<file path="config.mk">
export PLATFORM = sky130hd
export DESIGN_NAME = bank_prefix_seq
export DESIGN_NICKNAME = d
export VERILOG_FILES = /design/src/rtl/bank_seq_pkg.sv /design/src/rtl/bank_seq_ctrl.sv /design/src/rtl/bank_seq_dp.sv /design/src/rtl/bank_prefix_seq.sv
export SDC_FILE = /design/constraint.sdc
export NUM_CORES = 1
export LEC_CHECK = 0
export BUFFER_PORTS_ARGS = -buffer_cell sky130_fd_sc_hd__clkbuf_2
export CORE_MARGIN = 2
export CORE_UTILIZATION = 40
export DETAILED_ROUTE_END_ITERATION = 6
export SETUP_SLACK_MARGIN = 0.5
export SYNTH_ARGS = -nofsm -noshare
export SYNTH_HDL_FRONTEND = slang
export SYNTH_HIERARCHICAL = 1
export SYNTH_SLANG_ARGS = --single-unit
export TNS_END_PERCENT = 1
</file>
<file path="constraint.sdc">
create_clock -name clk -period 1.8 [get_ports clk]
set_input_delay 0.36 -clock clk [delete_from_list [all_inputs] [get_ports clk]]
set_output_delay 0.36 -clock clk [all_outputs]
set_load 0.01 [all_outputs]
</file>
<file path="src/rtl/bank_seq_pkg.sv">
package bank_seq_pkg;

  typedef struct packed {
    logic load;
    logic shift;
    logic finish;
  } seqStrobe_t;

  // Bank window for table entry idx: bit i set means the alternate bank is
  // selected in cycle i+1 after the prefix fetch.
  function automatic logic [31:0] windowFor(int idx, int patW, int rmwLen, int singleCount);
    int j;
    int s;
    logic [31:0] w;
    logic [31:0] lim;
    j = idx % patW;
    if (idx < singleCount) begin
      w = 32'd1 << j;
    end else begin
      s = (j > patW - rmwLen) ? (patW - rmwLen) : j;
      w = ((32'd1 << rmwLen) - 32'd1) << s;
    end
    lim = (32'd1 << patW) - 32'd1;
    return w & lim;
  endfunction

  // Toggle pattern: a bit is 1 wherever the window changes level, LSB first.
  function automatic logic [31:0] patternFor(int idx, int patW, int rmwLen, int singleCount);
    logic [31:0] w;
    logic [31:0] lim;
    w = windowFor(idx, patW, rmwLen, singleCount);
    lim = (32'd1 << patW) - 32'd1;
    return (w ^ (w << 1)) & lim;
  endfunction

endpackage

</file>
<file path="src/rtl/bank_seq_ctrl.sv">
module bank_seq_ctrl
  import bank_seq_pkg::*;
#(
  parameter int DATA_W  = 8,
  parameter int TAG_W   = 3,
  parameter logic [TAG_W-1:0] TAG_VAL = 3'b011,
  parameter int PAT_W   = 8
) (
  input  logic              clk,
  input  logic              rst,
  input  logic              sync,
  input  logic [DATA_W-1:0] opcode,
  output seqStrobe_t        strb
);

  localparam int CNT_W = $clog2(PAT_W + 1);

  logic [CNT_W-1:0] cnt;
  logic             isPrefix;

  assign isPrefix = sync && (opcode[TAG_W-1:0] == TAG_VAL);

  always_comb begin
    strb = '0;
    if (isPrefix) begin
      strb.load = 1'b1;
    end else if (cnt > CNT_W'(1)) begin
      strb.shift = 1'b1;
    end else if (cnt == CNT_W'(1)) begin
      strb.finish = 1'b1;
    end
  end

  always_ff @(posedge clk) begin
    if (rst) begin
      cnt <= '0;
    end else if (strb.load) begin
      cnt <= CNT_W'(PAT_W);
    end else if (cnt != '0) begin
      cnt <= cnt - CNT_W'(1);
    end
  end

  // one datapath action per bus cycle at most
  assert_one_action_R4: assert property (@(posedge clk) disable iff (rst)
    $onehot0({strb.load, strb.shift, strb.finish}));

  // a prefix in the middle of a pattern restarts the full count
  assert_reload_restart_R9: assert property (@(posedge clk) disable iff (rst)
    (strb.load && cnt != '0) |=> (cnt == CNT_W'(PAT_W)));

endmodule

</file>
<file path="src/rtl/bank_seq_dp.sv">
module bank_seq_dp
  import bank_seq_pkg::*;
#(
  parameter int SEL_W   = 5,
  parameter int PAT_W   = 8,
  parameter int RMW_LEN = 3
) (
  input  logic             clk,
  input  logic             rst,
  input  seqStrobe_t       strb,
  input  logic [SEL_W-1:0] opSel,
  output logic             bankHi
);

  localparam int ENTRIES      = 1 << SEL_W;
  localparam int SINGLE_COUNT = ENTRIES / 2;

  logic [PAT_W-1:0] patTable [ENTRIES];
  logic [PAT_W-1:0] patSel;
  logic [PAT_W-1:0] shiftReg;
  logic             bankQ;

  for (genvar g = 0; g < ENTRIES; g++) begin : gen_pat
    localparam logic [31:0] FULL = patternFor(g, PAT_W, RMW_LEN, SINGLE_COUNT);
    assign patTable[g] = FULL[PAT_W-1:0];
  end

  assign patSel = patTable[opSel];

  always_ff @(posedge clk) begin
    if (rst) begin
      shiftReg <= '0;
      bankQ    <= 1'b0;
    end else if (strb.load) begin
      bankQ    <= patSel[0];
      shiftReg <= patSel >> 1;
    end else if (strb.shift) begin
      bankQ    <= bankQ ^ shiftReg[0];
      shiftReg <= shiftReg >> 1;
    end else if (strb.finish) begin
      bankQ    <= 1'b0;
      shiftReg <= '0;
    end
  end

  assign bankHi = bankQ;

  // once the pattern ends, the resting bank is restored
  assert_rest_after_end_R7: assert property (@(posedge clk) disable iff (rst)
    strb.finish |=> !bankHi);

  // with no pattern running and no prefix, the line stays at bank 0
  assert_idle_bank0_R2: assert property (@(posedge clk) disable iff (rst)
    (!strb.load && !strb.shift) |=> !bankHi);

endmodule

</file>
<file path="src/rtl/bank_prefix_seq.sv">
module bank_prefix_seq
  import bank_seq_pkg::*;
#(
  parameter int DATA_W  = 8,
  parameter int TAG_W   = 3,
  parameter int PAT_W   = 8,
  parameter int RMW_LEN = 3
) (
  input  logic              clk,
  input  logic              rst,
  input  logic              sync,
  input  logic [DATA_W-1:0] opcode,
  output logic              bankHi
);

  localparam int SEL_W = DATA_W - TAG_W;

  seqStrobe_t strb;

  bank_seq_ctrl #(
    .DATA_W (DATA_W),
    .TAG_W  (TAG_W),
    .TAG_VAL(TAG_W'(3)),
    .PAT_W  (PAT_W)
  ) u_ctrl (
    .clk   (clk),
    .rst   (rst),
    .sync  (sync),
    .opcode(opcode),
    .strb  (strb)
  );

  bank_seq_dp #(
    .SEL_W  (SEL_W),
    .PAT_W  (PAT_W),
    .RMW_LEN(RMW_LEN)
  ) u_dp (
    .clk   (clk),
    .rst   (rst),
    .strb  (strb),
    .opSel (opcode[DATA_W-1:TAG_W]),
    .bankHi(bankHi)
  );

  // reset returns the line to bank 0 on the next cycle
  assert_reset_bank0_R1: assert property (@(posedge clk)
    rst |=> !bankHi);

endmodule

</file>
==> summary.md, run 1 <==
| Metric | Value |
|---|---|
| Run status | `finished clean` |
| Setup crit end | `u_dp/bankHi` |
| Critical path depth | `9` |
| Nets | `~130` |
| Crit end category | `flip-flop` |
| P&R area growth vs syn | `26.8%` |
| CTS Root Cell | `clkbuf_4` |
| Top Ports | `12` |
| Post-route antenna net violation count | `0` |
| # rows | `16` |
| Placed cells | `~130` |
| Worst min path class | `in2reg` |
| Core area | `1900 µm²` |
| Routed vias | `704` |
| CP cell instances | `inv_2 -> ha_4 -> nor3b_4 -> a211oi_2 -> nor2b_1 -> buf_4 -> nor2b_4 -> o21ai_2 -> a31oi_1` |
| # diodes | `0` |
| Starting density of the core | `41.2%` |
| CTS tree | `done` |
| Worst Path Max Fanout | `8` |
| CP Class | `reg2reg` |
| Worst Slack Setup Final | `0.156 ns` |
| Clk slew on worst S/H paths | `0.07 ns` |
| Worst Path Buf+Inv | `2` |
| Non-Filler Instances | `~140` |
| R2r endpoint | `u_dp/bankHi` |
| Top-area cell type share of the netlist area | `30.6%` |
| CTS buffer count | `3` |
| Async set or reset register ratio after synthesis | `0%` |
| Register area share after synthesis | `30.6%` |
| Number of global-route vias before repair | `~630` |
| Synth area leaders | `dfxtp_1 (31%), ha_1 (11%), nor2b_1 (4.0%)` |
| Kind of cell adding the most delay to the critical path | `simple AND/OR/NAND/NOR gates` |
| Die area | `2330 µm²` |
| Slowest CP cell | `dfxtp_2` |
| Max Slew Vio Count | `0` |
| Clk sinks | `12` |
| Post-Place Worst Slack | `roughly 0.013 ns` |
| Post-CTS Hold Fix Bufs | `0` |
| Clk buf depth | `2` |
| WP data arrival | `between 1.5 and 2 ns` |
| Routability congestion estimate | `0.847` |
| Synth unique cells | `35` |
| Largest net degree at the start of global routing | `13` |
| Most common cell after layout, fill and taps aside | `buf_4` |
| Post-Syn Nets | `about 110` |
| Relative slew slack | `about four fifths` |
| Ys flop type | `dfxtp_1` |
| Crit-path max cell delay | `0.33 ns` |
| Total gr overflow | `0` |
| HPWL after DPL | `~1200 µm` |
| Cell area after synthesis | `between 700 and 800 µm²` |
| Vias per std cell | `5.18` |
| Leakage | `0.432 nW` |
| RSZ-0062 raised after global routing | `yes` |
| R2R Path Start | `u_ctrl/cnt[1]` |
| WL per Instance | `11.8 µm` |
| Worst-Skew Late Latency | `0.27 ns` |
| Worst-Margin Slew | `around 0.32 ns` |
| Commonest cells after routing, fill and taps aside | `buf_4 (12), clkbuf_2 (10), dfxtp_1 (10), nor2_1 (8), nand2_1 (8)` |
| Startpoint Class | `flip-flop` |
| Final Util | `a little over half` |
| PD cells | `1450 nW/µm²` |
| Mapped Avg Cell Area | `8.72 µm²` |
| EDFF count, synth | `0` |
| Fin. Hold Viols | `0` |
| CP startpoint | `u_ctrl/cnt[1]` |
| H-tree levels | `1` |
| Proportion of layout cells with a drive suffix above 1 | `slightly below 40%` |
| Maximum clock frequency | `608 MHz` |
| Total Power | `0.00144 W` |
| Flops & latches, synth | `12` |
| Reg2Reg Depth | `9` |
| GRT Overall Usage | `16.7%` |
| Worst vdd ir | `0.865 mV` |
| First-pass DRT Iterations | `4` |
| Period utilization | `91.3%` |
| Worst Hold Depth | `2` |
| Setup_tns | `0 ns` |
| PortBufs | `10` |
| DR DRC count | `0` |
| Die width | `48.3 µm` |
| Die height | `48.3 µm` |
| Flop2flop setup slack | `0.16 ns` |
| # setup viols final | `0` |
| Minimum clock period | `1.64 ns` |
| Detailed-route wire length | `1600 µm` |
| DR iter-0 viols | `10` |
| Max Cap Viol | `0` |
| Mapped Cells | `90` |
| Setup Skew | `roughly 0.0056 ns` |
| Initial antenna violation count | `0` |
| Synth Warn # | `6` |
| First-pass GRT wire length | `2680 µm` |
| Worst path required time | `2.00 ns` |
| Dominant cell type by area after synthesis | `dfxtp_1` |
worst min-delay path by stage:
stage / from / to / slack [ns]
after floorplan: rst / u_ctrl/cnt[3] / 0.43
after global placement: u_dp/shiftReg[1] / u_dp/shiftReg[0] / 0.45
after detailed placement: u_dp/shiftReg[1] / u_dp/shiftReg[0] / 0.45
after CTS: rst / u_ctrl/cnt[3] / 0.43
after global routing: rst / u_ctrl/cnt[3] / 0.46
final: rst / u_ctrl/cnt[3] / 0.44
flip-flops by register name, summed over array words and instances (netlist names):
name	cells
u_dp/shiftReg	7
u_ctrl/cnt	4
u_dp/bankHi	1
Yosys cell counts, types with 2 or more instances:
cell type / number
a32oi_1: 2
nor3_1: 5
clkbuf_1: 2
mux2_2: 2
nor2b_1: 5
a22oi_1: 2
a21oi_1: 3
mux2i_1: 2
a211oi_1: 4
nand3b_1: 2
inv_1: 5
o21ai_0: 2
nand2_1: 8
dfxtp_1: 12
ha_1: 7
nor2_1: 8
report_power, final:
group / total (W) / switching, W / internal, W
Combinational: 0.000885 / 0.000400 / 0.000484
Clock: 0.000158 / 0.0000803 / 0.0000773
Sequential: 0.000403 / 0.0000614 / 0.000341
Total: 0.00144 / 0.000542 / 0.000903
final cells by class:
| type | count | area, µm² |
|---|---|---|
| Tap cell | 27 | 33.8 |
| Timing Repair Buffer | 22 | 140 |
| Inverter | 5 | 18.8 |
| Multi-Input combinational cell | 67 | 537 |
| Clock buffer | 3 | 22.5 |
| Fill cell | 182 | 907 |
| Sequential cell | 12 | 243 |
cells by family (layout without fill, tap and decap cells):
| family | Yosys count | in the layout | share of synthesized area (%) |
|---|---|---|---|
| AO/OA/AOI/OAI | 19 | 19 | 18.3 |
| XOR/XNOR | 1 | 1 | 1.12 |
| adder cells (fa/ha/maj) | 7 | 7 | 11.2 |
| buffers and inverters | 11 | 30 | 6.86 |
| flip-flops | 12 | 12 | 30.6 |
| multiplexers | 5 | 5 | 7.34 |
| AND/OR/NAND/NOR | 35 | 35 | 24.6 |
through the flow:
step	instance area, µm²	hold WS, ns
after detailed placement	886	0.453
after global routing	995	0.461
after global placement	886	0.446
final	995	0.445
after CTS	956	0.434
after floorplan	812	0.429
repair_timing:
action	CTS	global route
resized for setup	3	6
pin swaps	5	5
setup endpoints to repair	9	9
buffers inserted	6	2
layer usage:
layer / wire length, µm / vias to the layer above / share of wire [%] / track usage (%)
li1: - / 365 / - / -
met1: 783 / 328 / 49 / 22.5
met2: 756 / 11 / 47 / 25.3
met3: 64 / 0 / 4.0 / 6.67
met4: 0 / 0 / 0 / 3.24
met5: 0 / - / 0 / 0
No activity file was read; power rests on OpenSTA's default activity.
==> run 2, diff against run 1 <==
--- a/config.mk
+++ b/config.mk
@@ -9,6 +9,8 @@
 export CORE_MARGIN = 2
 export CORE_UTILIZATION = 40
 export DETAILED_ROUTE_END_ITERATION = 6
+export GPL_TIMING_DRIVEN = 0
+export RECOVER_POWER = 50
 export SETUP_SLACK_MARGIN = 0.5
 export SYNTH_ARGS = -nofsm -noshare
 export SYNTH_HDL_FRONTEND = slang
==> run 2 against run 1 <==
Against the previous run: combinational power is 6.6% lower; sequential power is 1% lower; wire length is 3.2% lower; final cell count is 1.5% lower; global-route usage is 1.6 points lower; utilization is 0.26 points lower; total power is 0.33% lower; setup slack worse by 0.044 ns; non-clock buffer count is 3 lower; sequential share of layout area hardly changed; cell area is 0.50% lower.
==> summary.md, run 2 (same netlist as run 1, synthesis figures left out) <==
| Metric | Value |
|---|---|
| CP Class | `reg2reg` |
| Max Cap Viol | `0 (unchanged)` |
| Vias per std cell | `5.02 (-3.0%)` |
| CP cell instances | `inv_2 -> ha_4 -> nor3b_4 -> a211oi_4 -> nor2b_1 -> buf_4 -> a21oi_1 -> a211oi_1` |
| Worst Slack Setup Final | `0.112 ns (-0.0437 ns)` |
| Proportion of layout cells with a drive suffix above 1 | `33.6% (-5.8 points)` |
| Worst min path class | `in2reg` |
| Slowest CP cell | `dfxtp_1` |
| CTS tree | `done` |
| Largest net degree at the start of global routing | `11 (-2)` |
| Commonest cells after routing, fill and taps aside | `dfxtp_1 (11), clkbuf_2 (9), nor2_1 (8), nand2_1 (8), buf_4 (7)` |
| Routed vias | `673 (-4.4%)` |
| WHS Endpoint | `u_ctrl/cnt[1]` |
| Routability congestion estimate | `0.763 (-9.9%)` |
| First-pass GRT wire length | `2400 µm (-11%)` |
| Worst-Margin Slew | `0.342 ns (+0.0221 ns)` |
| P&R area growth vs syn | `26.2%` |
| WL per Instance | `11.6 µm (-1.7%)` |
| Period utilization | `93.8% (+2.4 points)` |
| Clk sinks | `12 (unchanged)` |
| # rows | `16 (unchanged)` |
| Nets | `126 (-2.3%)` |
| Starting density of the core | `41.2% (unchanged)` |
| Fin. Hold Viols | `0 (unchanged)` |
| Leakage | `0.425 nW (-1.7%)` |
| Min-delay src | `rst` |
| Met1 usage | `19.6% (-2.9 points)` |
| DR DRC count | `0 (unchanged)` |
| WP data arrival | `1.88 ns (+0.04 ns)` |
| Die area | `2330 µm² (unchanged)` |
| PD cells | `1450 nW/µm² (+0.17%)` |
| Area of the multi-input gates | `543 µm² (+1.2%)` |
| Total gr overflow | `0 (unchanged)` |
| Post-Place Worst Slack | `-0.0394 ns (-0.0525 ns)` |
| Setup Skew | `0.00375 ns (-0.00185 ns)` |
| Top Ports | `12 (unchanged)` |
| R2r endpoint | `u_dp/shiftReg[4]` |
| Post-route antenna net violation count | `0 (unchanged)` |
| R2R Path Start | `u_ctrl/cnt[0]` |
| Worst path required time | `1.99 ns (about the same)` |
| Number of global-route vias before repair | `581 (-7.6%)` |
| CTS Root Cell | `clkbuf_4` |
| Die width | `48.3 µm (unchanged)` |
| Worst Path Max Fanout | `8 (unchanged)` |
| Sequential standard cell area | `241 µm² (-0.52%)` |
| Worst Hold Depth | `2 (unchanged)` |
| Core area | `1900 µm² (unchanged)` |
| Die height | `48.3 µm (unchanged)` |
| Worst vdd ir | `0.766 mV (-11%)` |
| Run status | `finished clean` |
| Crit end category | `flip-flop` |
| Relative slew slack | `77.2% (-1.4 points)` |
| Max Slew Vio Count | `0 (unchanged)` |
| Fin Hold WS | `0.324 ns (-0.120 ns)` |
| Startpoint Class | `flip-flop` |
| PortBufs | `9 (-1)` |
| Clk slew on worst S/H paths | `0.07 ns (about the same)` |
| Layout fillers | `189 (+3.8%)` |
| DR iter-0 viols | `17 (+7)` |
| Minimum clock period | `1.69 ns (+0.0437 ns)` |
| # setup viols final | `0 (unchanged)` |
| Detailed-route wire length | `1550 µm (-3.2%)` |
| CTS buffer count | `3 (unchanged)` |
| Largest Register | `u_dp/shiftReg` |
| Flop2flop setup slack | `0.11 ns (-0.04 ns)` |
| Max reg flops | `7 (unchanged)` |
| Crit-path max cell delay | `0.35 ns (+0.02 ns)` |
| HPWL after DPL | `1100 µm (-6.1%)` |
| H-tree levels | `1 (unchanged)` |
| Worst-Skew Late Latency | `0.27 ns (about the same)` |
| Clk buf depth | `2 (unchanged)` |
| GR Util met2 | `22.4% (-2.9 points)` |
| Met3 GRT Util | `6.67% (unchanged)` |
| GRT Overall Usage | `15.1% (-1.6 points)` |
| Most common cell after layout, fill and taps aside | `dfxtp_1` |
| Post-CTS Hold Fix Bufs | `0 (unchanged)` |
| # diodes | `0 (unchanged)` |
| Initial antenna violation count | `0 (unchanged)` |
| Maximum clock frequency | `593 MHz (-2.6%)` |
| Grt peak-use layer | `met2` |
| First-pass DRT Iterations | `4 (unchanged)` |
| RSZ-0062 raised after global routing | `yes` |
| Reg2Reg Depth | `8 (-1)` |
run 2: how the worst max path moves through the flow:
stage | startpoint | endpoint
2_1_floorplan | opcode[1] | u_dp/bankHi
6_report | u_ctrl/cnt[0] | u_dp/shiftReg[4]
3_3_place_gp | opcode[1] | u_dp/bankHi
5_1_grt | u_ctrl/cnt[0] | u_dp/bankHi
3_5_place_dp | opcode[1] | u_dp/bankHi
4_1_cts | u_ctrl/cnt[1] | u_dp/bankHi
run 2: metal layers:
metal  vias to the layer above  part of all wire, %
met5                         -                    0
met4                         0                 0.64
met3                         2                  4.1
met2                        15                   45
met1                       301                   50
li1                        355                    -
run 2: cell type report:
| class | count | area share, % |
|---|---|---|
| multi-input cells | 67 | 54.9 |
| flip-flops and latches | 12 | 24.4 |
| repair buffers | 13 | 7.46 |
| plain buffers | 6 | 4.30 |
| clock buffers | 4 | 3.67 |
| well taps | 27 | 3.41 |
| inverters | 5 | 1.90 |
run 2: per-stage QoR:
step	util (%)	area [µm²]	setup TNS, ns	total power [W]	instances
floorplan	-	812	0	0.000932	90
detailed placement	46.8	891	-0.0596	0.00104	126
finish	52.0	990	0	0.00144	134
global route	52.0	990	0	0.00155	134
global placement	46.8	891	0	0.00104	126
CTS	50.6	962	0	0.00135	133
run 2: worst max-delay path, delay by kind of cell (launching register included):
family          cells  cell delay [ns]
compound gates      3             0.55
buf+inv             2             0.22
fa+ha+maj           1             0.16
simple gates        2             0.32
flops               1             0.35
run 2: repair_timing:
action                     4_1_cts  5_1_grt
setup buffers                    3        1
setup endpoints to repair        9        9
pin swaps                        3        3
resized for setup                5        5
run 2: power breakdown:
group	switching [W]	internal (W)	total (W)
logic	0.000395	0.000431	0.000827
registers	0.0000581	0.000339	0.000397
clock network	0.0000928	0.000123	0.000216
==> run 3, diff against run 2 <==
--- a/config.mk
+++ b/config.mk
@@ -6,8 +6,10 @@
 export NUM_CORES = 1
 export LEC_CHECK = 0
 export BUFFER_PORTS_ARGS = -buffer_cell sky130_fd_sc_hd__clkbuf_2
+export CORE_ASPECT_RATIO = 1.4
 export CORE_MARGIN = 2
 export CORE_UTILIZATION = 40
+export CTS_CLUSTER_DIAMETER = 100
 export DETAILED_ROUTE_END_ITERATION = 6
 export GPL_TIMING_DRIVEN = 0
 export RECOVER_POWER = 50
==> run 3 against run 2 <==
Against the previous run: global-route usage increased by 1.5 points; non-clock buffer count unchanged; final cell count decreased by 4.5%; critical path type unchanged; via count increased by 4.6%; sequential share of layout area decreased by 0.12 points; critical endpoint is now u_dp/shiftReg[1]; highest routed layer unchanged; first-iteration DRC count increased by 35%; sequential power increased by 1%; utilization increased by 0.53 points.
==> summary.md, run 3 (same netlist as run 1, synthesis figures left out) <==
| Metric | Value |
|---|---|
| CP Class | `reg2reg` |
| Routability congestion estimate | `0.717 (-6.0%)` |
| Largest Register | `u_dp/shiftReg` |
| CTS buffer count | `3 (unchanged)` |
| CTS Root Cell | `clkbuf_4` |
| Routed vias | `704 (+4.6%)` |
| Leakage | `0.425 nW (+0.11%)` |
| Flop2flop setup slack | `0.12 ns (about the same)` |
| RSZ-0062 raised after global routing | `yes` |
| Die height | `56.4 µm (+17%)` |
| Commonest cells after routing, fill and taps aside | `dfxtp_1 (10), clkbuf_2 (8), nor2_1 (8), nand2_1 (8)` |
| Met1 usage | `15.9% (-3.7 points)` |
| Vias per std cell | `5.50 (+9.5%)` |
| Initial antenna violation count | `0 (unchanged)` |
| Nets | `126 (unchanged)` |
| Fin Hold WS | `0.318 ns (-0.00689 ns)` |
| PortBufs | `9 (unchanged)` |
| Die width | `41.4 µm (-14%)` |
| DR iter-0 viols | `23 (+6)` |
| HPWL after DPL | `1300 µm (+19%)` |
| Die area | `2340 µm² (+0.22%)` |
| Most common cell after layout, fill and taps aside | `dfxtp_1` |
| Clk buf depth | `2 (unchanged)` |
| Top Ports | `12 (unchanged)` |
| Crit end category | `flip-flop` |
| Core area | `1900 µm² (unchanged)` |
| Number of global-route vias before repair | `698 (+20%)` |
| Clk sinks | `12 (unchanged)` |
| Non-Filler Instances | `128 (-4.5%)` |
| Largest net degree at the start of global routing | `11 (unchanged)` |
| WL per Instance | `13.7 µm (+18%)` |
| Setup Skew | `0.00535 ns (+0.00159 ns)` |
| # setup viols final | `0 (unchanged)` |
| First-pass DRT Iterations | `4 (unchanged)` |
| Relative slew slack | `74.2% (-3.0 points)` |
| Maximum clock frequency | `596 MHz (+0.54%)` |
| PD cells | `1490 nW/µm² (+2.3%)` |
| Run status | `finished clean` |
| Worst min path class | `in2reg` |
| Proportion of layout cells with a drive suffix above 1 | `34.6% (+0.93 points)` |
| GRT Overall Usage | `16.7% (+1.5 points)` |
| Worst-Skew Late Latency | `0.28 ns (about the same)` |
| Worst-Margin Slew | `0.387 ns (+0.0449 ns)` |
| GR Util met2 | `31.0% (+8.7 points)` |
| CTS tree | `done` |
| Met3 GRT Util | `3.86% (-2.8 points)` |
| Clk slew on worst S/H paths | `0.08 ns (about the same)` |
| # diodes | `0 (unchanged)` |
| Worst Path Max Fanout | `6 (-2)` |
| P&R area growth vs syn | `27.4%` |
| Startpoint Class | `flip-flop` |
| WP data arrival | `1.84 ns (-0.04 ns)` |
| H-tree levels | `1 (unchanged)` |
| Detailed-route wire length | `1760 µm (+13%)` |
| Fin. Hold Viols | `0 (unchanged)` |
| Starting density of the core | `41.2% (unchanged)` |
| Max Slew Vio Count | `0 (unchanged)` |
| Worst path required time | `1.96 ns (-0.03 ns)` |
| Period utilization | `93.3% (-0.50 points)` |
| Minimum clock period | `1.68 ns (-0.00901 ns)` |
| Total gr overflow | `0 (unchanged)` |
| # rows | `19 (+3)` |
| Grt peak-use layer | `met2` |
| Post-route antenna net violation count | `0 (unchanged)` |
| Max Cap Viol | `0 (unchanged)` |
| Max reg flops | `7 (unchanged)` |
| Worst vdd ir | `0.829 mV (+8.2%)` |
| First-pass GRT wire length | `2880 µm (+20%)` |
| Placed cells | `120 (-4.8%)` |
| DR DRC count | `0 (unchanged)` |
## run 3: metal layers
| layer | share of wire, % | up-vias | wire length (µm) |
|---|---|---|---|
| met5 | 0 | - | 0 |
| li1 | - | 353 | - |
| met3 | 1.9 | 6 | 34 |
| met2 | 55 | 11 | 968 |
| met1 | 40 | 334 | 694 |
| met4 | 3.4 | 0 | 59 |
## run 3: worst paths after layout
check	startpoint	end	depth (start not counted)
max	u_ctrl/cnt[0]	u_dp/shiftReg[1]	9
min	rst	u_ctrl/cnt[1]	2
max reg2reg	u_ctrl/cnt[0]	u_dp/shiftReg[1]	9
min reg2reg	u_dp/shiftReg[1]	u_dp/shiftReg[0]	2
## run 3: what timing repair did
| action | CTS | global route |
|---|---|---|
| cloned | 0 | 0 |
| pin swaps | 1 | 5 |
| buffers inserted | 2 | 2 |
| setup endpoints to repair | 9 | 9 |
| hold buffers | 0 | 0 |
| resized for setup | 3 | 13 |
## run 3: power breakdown
group | internal (W) | total, W | switching, W
logic | 0.000444 | 0.000863 | 0.000419
registers | 0.000341 | 0.000402 | 0.0000607
clock network | 0.000123 | 0.000223 | 0.0000995
total | 0.000908 | 0.00149 | 0.000579
## run 3: cell type report
class / count / area [µm²]
buffer: 6 / 42.5
clock buffer: 4 / 36.3
fill: 203 / 902
inverter: 5 / 21.3
multi-input combinational: 67 / 557
sequential: 12 / 243
tap: 21 / 26.3
timing repair buffer: 13 / 73.8
## run 3: stage by stage
step           setup WS, ns  total power (W)  util (%)  instance area, µm²  TNS, ns
6_report              0.121          0.00149      52.6                1000        0
5_1_grt             0.00679          0.00162      52.6                1000        0
4_1_cts              0.0541          0.00134      49.4                 940        0
3_5_place_dp        -0.0675          0.00107      46.4                 883   -0.227
3_3_place_gp        0.00319          0.00104      46.4                 883        0
2_1_floorplan         0.182         0.000932         -                 812        0
## run 3: critical path: stages, from the launching register on
cell and delay (ns):
dfxtp_2 0.33, inv_2 0.08, ha_4 0.14, nor3b_4 0.24
a211oi_4 0.07, nor2b_1 0.14, buf_4 0.15, buf_6 0.12
a221oi_2 0.22, nor3_1 0.06
